<file path="src/rtl/thread_mode_ctrl.sv">
module thread_mode_ctrl #(
  parameter int AW = 16,
  parameter int CW = 8,
  parameter int INIT_LEN = 4
) (
  input  logic          clk,
  input  logic          rst_n,
  input  logic          run,
  input  logic          cfg_we,
  input  logic [1:0]    cfg_sel,
  input  logic [AW-1:0] cfg_wdata,
  input  logic [AW-1:0] pc_a,
  input  logic          pc_a_vld,
  input  logic [AW-1:0] pc_b,
  input  logic          pc_b_vld,
  output logic          thread_mode,
  output logic          halt_a,
  output logic          halt_b,
  output logic          sp_load
);

  typedef enum logic [1:0] {ST_SINGLE, ST_PREP, ST_DUAL, ST_WAIT} st_t;

  st_t            st;
  logic [AW-1:0]  split_q, unify_q;
  logic [CW-1:0]  len_q, cnt;
  logic           join_a, join_b;

  wire cfg_ok   = cfg_we && !run && st == ST_SINGLE;
  wire hit_spl  = run && pc_a_vld && pc_a == split_q;
  wire hit_ua   = pc_a_vld && pc_a == unify_q;
  wire hit_ub   = pc_b_vld && pc_b == unify_q;
  wire [CW:0] len_eff = (len_q == '0) ? {{CW{1'b0}}, 1'b1} : {1'b0, len_q};
  wire        prep_done = ({1'b0, cnt} + 1'b1) >= len_eff;
  wire        other_hit = join_a ? hit_ub : hit_ua;

  always_ff @(posedge clk or negedge rst_n) begin
    if (!rst_n) begin
      split_q <= '0;
      unify_q <= '0;
      len_q   <= CW'(INIT_LEN);
    end else if (cfg_ok) begin
      case (cfg_sel)
        2'd0: split_q <= cfg_wdata;
        2'd1: unify_q <= cfg_wdata;
        2'd2: len_q   <= cfg_wdata[CW-1:0];
        default: ;
      endcase
    end
  end

  always_ff @(posedge clk or negedge rst_n) begin
    if (!rst_n) begin
      st     <= ST_SINGLE;
      cnt    <= '0;
      join_a <= 1'b0;
      join_b <= 1'b0;
    end else begin
      case (st)
        ST_SINGLE: if (hit_spl) begin
          st  <= ST_PREP;
          cnt <= '0;
        end
        ST_PREP: if (prep_done) begin
          st     <= ST_DUAL;
          join_a <= 1'b0;
          join_b <= 1'b0;
        end else begin
          cnt <= cnt + 1'b1;
        end
        ST_DUAL: begin
          if (hit_ua && hit_ub) st <= ST_SINGLE;
          else if (hit_ua || hit_ub) begin
            st     <= ST_WAIT;
            join_a <= hit_ua;
            join_b <= hit_ub;
          end
        end
        ST_WAIT: if (other_hit) begin
          st     <= ST_SINGLE;
          join_a <= 1'b0;
          join_b <= 1'b0;
        end
        default: st <= ST_SINGLE;
      endcase
    end
  end

  assign thread_mode = st != ST_SINGLE;
  assign sp_load     = st == ST_PREP && cnt == '0;
  assign halt_a      = st == ST_WAIT && join_a;
  assign halt_b      = st == ST_PREP || (st == ST_WAIT && join_b);

  AST_RESET_IDLE: assert property (@(posedge clk) $rose(rst_n) |-> !thread_mode && !halt_a && !halt_b);
  AST_CFG_LOCKED: assert property (@(posedge clk) disable iff (!rst_n)
    (run || thread_mode) |=> $stable(split_q) && $stable(unify_q) && $stable(len_q));
  AST_SPLIT_ENTRY: assert property (@(posedge clk) disable iff (!rst_n)
    (!thread_mode && hit_spl) |=> thread_mode && sp_load);
  AST_SPLOAD_PULSE: assert property (@(posedge clk) disable iff (!rst_n)
    sp_load |=> !sp_load);
  AST_PREP_HALTS: assert property (@(posedge clk) disable iff (!rst_n)
    sp_load |-> halt_b && !halt_a);
  AST_ONE_HALT: assert property (@(posedge clk) disable iff (!rst_n)
    !(halt_a && halt_b));
  AST_HALT_IN_THREAD: assert property (@(posedge clk) disable iff (!rst_n)
    (halt_a || halt_b) |-> thread_mode);
  AST_HALT_HOLD: assert property (@(posedge clk) disable iff (!rst_n)
    (halt_a && !hit_ub) |=> halt_a);
  AST_JOIN_EXIT: assert property (@(posedge clk) disable iff (!rst_n)
    (halt_a && hit_ub) |=> !thread_mode && !halt_a && !halt_b);
  AST_SAME_JOIN: assert property (@(posedge clk) disable iff (!rst_n)
    (st == ST_DUAL && hit_ua && hit_ub) |=> !thread_mode && !halt_a && !halt_b);
  AST_DUAL_CLEAN: assert property (@(posedge clk) disable iff (!rst_n)
    (st == ST_PREP && prep_done) |=> !join_a && !join_b);
  AST_INVALID_PC: assert property (@(posedge clk) disable iff (!rst_n)
    (!thread_mode && !pc_a_vld) |=> !thread_mode);

endmodule

</file>
<file path="config.mk">
export PLATFORM = sky130hd
export DESIGN_NAME = thread_mode_ctrl
export DESIGN_NICKNAME = d
export VERILOG_FILES = /design/src/rtl/thread_mode_ctrl.sv
export SDC_FILE = /design/constraint.sdc
export NUM_CORES = 1
export LEC_CHECK = 0
export ABC_AREA = 1
export ABC_CLOCK_PERIOD_IN_PS = 3410
export BUFFER_PORTS_ARGS = -buffer_cell sky130_fd_sc_hd__buf_2
export CAP_MARGIN = 20
export CORE_UTILIZATION = 45
export DETAILED_ROUTE_END_ITERATION = 10
export PLACE_DENSITY = 0.72
export SYNTH_ARGS = -nofsm -noshare
export SYNTH_HDL_FRONTEND = slang
export SYNTH_SLANG_ARGS = --single-unit
</file>
<file path="constraint.sdc">
create_clock -name clk -period 3.41 [get_ports clk]
set_clock_uncertainty 0.1 [all_clocks]
set_input_delay 0.341 -clock clk [delete_from_list [all_inputs] [get_ports clk]]
set_output_delay 0.341 -clock clk [all_outputs]
set_load 0.01 [all_outputs]
</file>
* Word-level counts from Yosys, hierarchy flattened
Cells that the tools add are included.
Cells by class: add/sub/neg operators 2, $lt $le $gt $ge 1, equal/unequal tests 15, multiplexer cells 19, reduce and logical (&&, ||, !) cells 26
Operator list (number):
- $eq A16 B16 Y1 | 3
- $mux W8 | 3
- $logic_not A8 Y1 | 2
- $pmux W8 S2 | 1
- $ne A2 B2 Y1 const B | 6
- $logic_and A1 B1 Y1 | 10
- $mux W2 | 5
- $add A8 B1 Y9 const B | 1
- $ge A9 B8 Y1 | 1
- $add A8 B1 Y8 const B | 1
- $pmux W2 S4 | 1
- $mux W1 | 7
- $eq A2 B2 Y1 const B | 3
- $pmux W1 S3 | 2
- $reduce_and A2 Y1 | 3
- $reduce_and A5 Y1 | 1
- $eq A2 B1 Y1 const B | 2
- $logic_not A2 Y1 | 2
- $reduce_and A4 Y1 | 1
- $reduce_bool A2 Y1 | 2
- $ne A3 B3 Y1 const B | 1
- $reduce_and A3 Y1 | 1
- $reduce_bool A3 Y1 | 1
- $logic_or A1 B1 Y1 | 2
- $logic_not A1 Y1 | 1
Word-level totals: register bits 52, input bits 56, output and inout port bits 4, logic and storage cells 70

* Longest topological paths before layout
depth after elaboration 6, gate-level depth with buffers 15, depth with buffers taken out 14

* Least setup slack after synthesis
No wires, ideal clock.
path type register -> register, start reg cnt[0], end reg cnt[6], setup time 0.074 ns, arrival time 2.223 ns, data required time 3.236 ns, slack 1.014 ns, cell stages (with the launch flop) 15, buffers on the path 1, path through dfrtp_1 -> ha_1 -> nand2_2 -> nor2_4 -> nand3_1 -> xor2_1 -> ha_1 -> a21oi_1 -> o21ai_2 -> nor2_4 -> nand4_4 -> nand2_4 -> buf_6 -> nand3_2 -> o21ai_2
On the way: longest elaborated chain between the ends 4
Ends and longest elaborated chain:
- start, declared | RTL line 26 | logic [CW-1:0] len_q, cnt;
- start signal, assigned | RTL line 69 | cnt <= cnt + 1'b1;
- $add A8 B1 Y9 | RTL line 34 | wire prep_done = ({1'b0, cnt} + 1'b1) >= len_eff;
- $ge A9 B8 Y1 | RTL line 34
- $ne A2 B2 Y1 (no line)
- $reduce_and A3 Y1 (no line)
Parallel ways exist; a longest one is shown, timed or not. The select of a mux whose other input is x is not followed. A chain may end at the register's enable or synchronous reset.

* Worst setup path in the final report
start reg cnt[0], end reg cnt[1]
Same word-level chain as after synthesis.

==> flow_metrics.py <==
metrics = {
    "global_route": {
        "antenna_found_initial": 0,
        "grt_max_degree": 33,
        "grt_pass1_vias": 2852,
        "grt_pass1_wl_mm": 13.0,
        "globalRoute.totalOverflow": 0,
        "grt_util_all_layers": 0.218,
    },
    "routing": {
        "first_iter_violations": 138,
        "drc": 0,
        "wl_per_cell_um": 12.3,
        "drtPass1Iterations": 4,
        "vias": 3098,
        "drtAntennaViolNets": 0,
        "wl_mm": 7.68,
        "viasPerCell": 4.94,
    },
    "worst_setup_path": {
        "cp-start-kind": "flip-flop",
        "cp.arrival_ns": 2.80,
        "cp_max_fo": 16,
        "required_ns": 3.56,
        "path_class": "flip-flop to flip-flop",
        "crit_path_end_kind": "flip-flop",
    },
    "sta": {
        "finalHoldWorstSlack_ns": 0.184,
        "timing.slew.headroom": 0.640,
        "drv_slew": 0,
        "fin_tns_setup_ns": 0,
        "hold_violations": 0,
        "finalSetupViolations": 0,
        "max_freq_mhz": 378,
        "finalWorstPathRequiredPeriod_ns": 2.65,
        "tightest_slew_ns": 0.540,
        "rsz0062_at_grt": "false",
        "fin_crit_sh": 0.776,
    },
    "synthesis": {
        "avgSynthCellArea_sq_um": 7.08,
        "synth_warnings": 0,
        "synth_area_leaders": "dfrtp_1, nand2_1, inv_1, o21ai_0, nor2_1",
        "synth_nets": 534,
        "ys.flop_type": "dfrtp_1",
        "syn_area_sq_mm": 0.00332,
        "ys_seq_area_frac": 0.393,
        "synth-edff-count": 0,
        "synth_common_cells": "nand2_1, inv_1, dfrtp_1",
        "synth_top_area_cell": "dfrtp_1",
        "synth_seq_cells": 52,
        "async_flop_share": 1.00,
        "synth_top_area_share": 0.385,
        "yosysMostFrequentCell": "nand2_1",
        "ys_types": 32,
        "syn_inst": 468,
    },
    "power_and_ir_drop": {
        "finalPower_mw": 2.53,
        "p_per_area_mw_per_mm2": 663,
        "p_int_mw": 1.47,
        "seqPwrFrac": 0.442,
        "leakage_nw": 2.04,
        "power_frac_comb": 0.408,
        "switching_share": 0.419,
        "switching_power_mw": 1.06,
        "max-vdd-ir-drop_uv": 362,
        "pwr-share-clk": 0.150,
    },
    "die": {
        "die-area_sq_mm": 0.00772,
        "dieWidth_um": 87.8,
        "fp-row-count": 30,
        "core-area_sq_mm": 0.00694,
        "start_util": 0.477,
        "io_pins": 60,
        "die_y_um": 87.8,
    },
    "clock_tree": {
        "cts_root_buf": "clkbuf_8",
        "clk_pin_slew_ns": 0.11,
        "cts-resized-gates": 0,
        "numCtsBuffers": 5,
        "ctsLongestPathBuffers": 2,
        "clk_latency_ns": 0.32,
        "cts_tree": "built",
        "clkSinkCount": 52,
        "htree_levels": 2,
    },
    "run_status": {
        "outcome": "finished clean",
    },
    "cells_and_area": {
        "diodes": 0,
        "fin_nets": 596,
        "layout-drive-gt1-share": 0.183,
        "multiInputGateArea_sq_mm": 0.00167,
        "seq_area_sq_mm": 0.00130,
        "nFillCells": 696,
        "syn2layout_area_growth_pct": 15.3,
    },
    "run": {
        "cap_violations": 0,
    },
    "placed_design": {
        "dp_hpwl_mm": 6.06,
        "place_congestion": 0.889,
        "numPortBuffers": 59,
    },
    "hold_path": {
        "min_path_type": "primary input to flip-flop",
    },
}
-- repair_timing --
item | CTS | global route
endpoints found under the hold margin | 21 | 0
hold buffers | 1 | 0
endpoints found under the setup margin | 0 | 0
setup buffers | 0 | 0
-- worst paths after layout --
kind                                         start                 endpoint  slack, ns  depth (start not counted)
worst max-delay path            cnt[0]$_DFFE_PN0P_       cnt[1]$_DFFE_PN0P_       0.76                         13
worst min-delay path                 cfg_wdata[12]  unify_q[12]$_DFFE_PN0P_       0.18                          3
worst max register to register  cnt[0]$_DFFE_PN0P_       cnt[1]$_DFFE_PN0P_       0.76                         13
worst min register to register  join_a$_DFFE_PN0P_       join_a$_DFFE_PN0P_       0.39                          2
max in group asynchronous                    rst_n   split_q[2]$_DFFE_PN0P_       2.01                          3
min in group asynchronous                    rst_n       cnt[2]$_DFFE_PN0P_       0.42                          2
-- final cells by class --
cell class,count,area share
multi-input combinational,326,0.436
sequential,52,0.341
timing repair buffer,64,0.0877
inverter,81,0.0795
tap,96,0.0314
clock buffer,5,0.0180
clock inverter,3,0.00655
-- registers in the layout, summed over array words and instances (netlist names) --
register and cells:
cnt 8, join_a 1, join_b 1, len_q 8, split_q 16, st 2
unify_q 16
-- layer usage --
layer	vias up	wire length [um]	track usage
li1	1584	-	-
met1	1437	3720	0.310
met2	70	3560	0.350
met3	7	316	0.0254
met4	0	86	0.0626
met5	-	0	0
-- logic make-up after synthesis --
logic type	synth area share
buf+inv	0.105
flops	0.393
compound gates	0.108
xor+xnor	0.0608
simple gates	0.296
fa+ha+maj	0.0377
-- power by group through the flow --
| stage | clock (mW) | combinational, mW | sequential (mW) |
|---|---|---|---|
| floorplan | 0 | 0.803 | 1.07 |
| global placement | 0 | 0.991 | 1.11 |
| detailed placement | 0 | 1.03 | 1.13 |
| CTS | 0.390 | 1.04 | 1.12 |
| global route | 0.409 | 1.22 | 1.16 |
| finish | 0.380 | 1.03 | 1.12 |
-- metrics by stage --
stage / setup slack, ns / cell area, sq um / utilization / cells
5_1_grt: 0.496 / 3820 / 0.550 / 627
2_1_floorplan: 1.01 / 3320 / - / 468
4_1_cts: 0.732 / 3820 / 0.550 / 627
3_3_place_gp: 0.942 / 3720 / 0.535 / 618
3_5_place_dp: 0.786 / 3720 / 0.535 / 618
6_report: 0.763 / 3820 / 0.550 / 627
-- critical path, stage by stage (launching register included) --
cell	delay (ns)
dfrtp_1	0.42
ha_1	0.22
nand2_2	0.07
nor2_4	0.13
nand3_1	0.11
xor2_1	0.24
ha_1	0.32
a21oi_1	0.20
o21ai_2	0.10
nor2_4	0.13
nand4_4	0.13
nand2_4	0.21
nand3_1	0.10
o21ai_1	0.09
-- cell usage in the layout, fill, tap and decap left out, types with 2 or more instances in the layout --
cell and count:
a21oi_1 7, buf_2 59, buf_4 4, clkbuf_8 5, dfrtp_1 51, ha_1 10, inv_1 70, inv_2 11
inv_6 2, nand2_1 138, nand2_2 3, nand3_1 21, nand3_2 2, nand4_1 10, nor2_1 37, nor2_4 2
nor3_1 5, nor4_1 2, o21ai_0 46, o21ai_1 7, o21ai_2 3, or2_2 2, xnor2_1 15, xor2_1 8
Power figures use the tool's default switching activity.
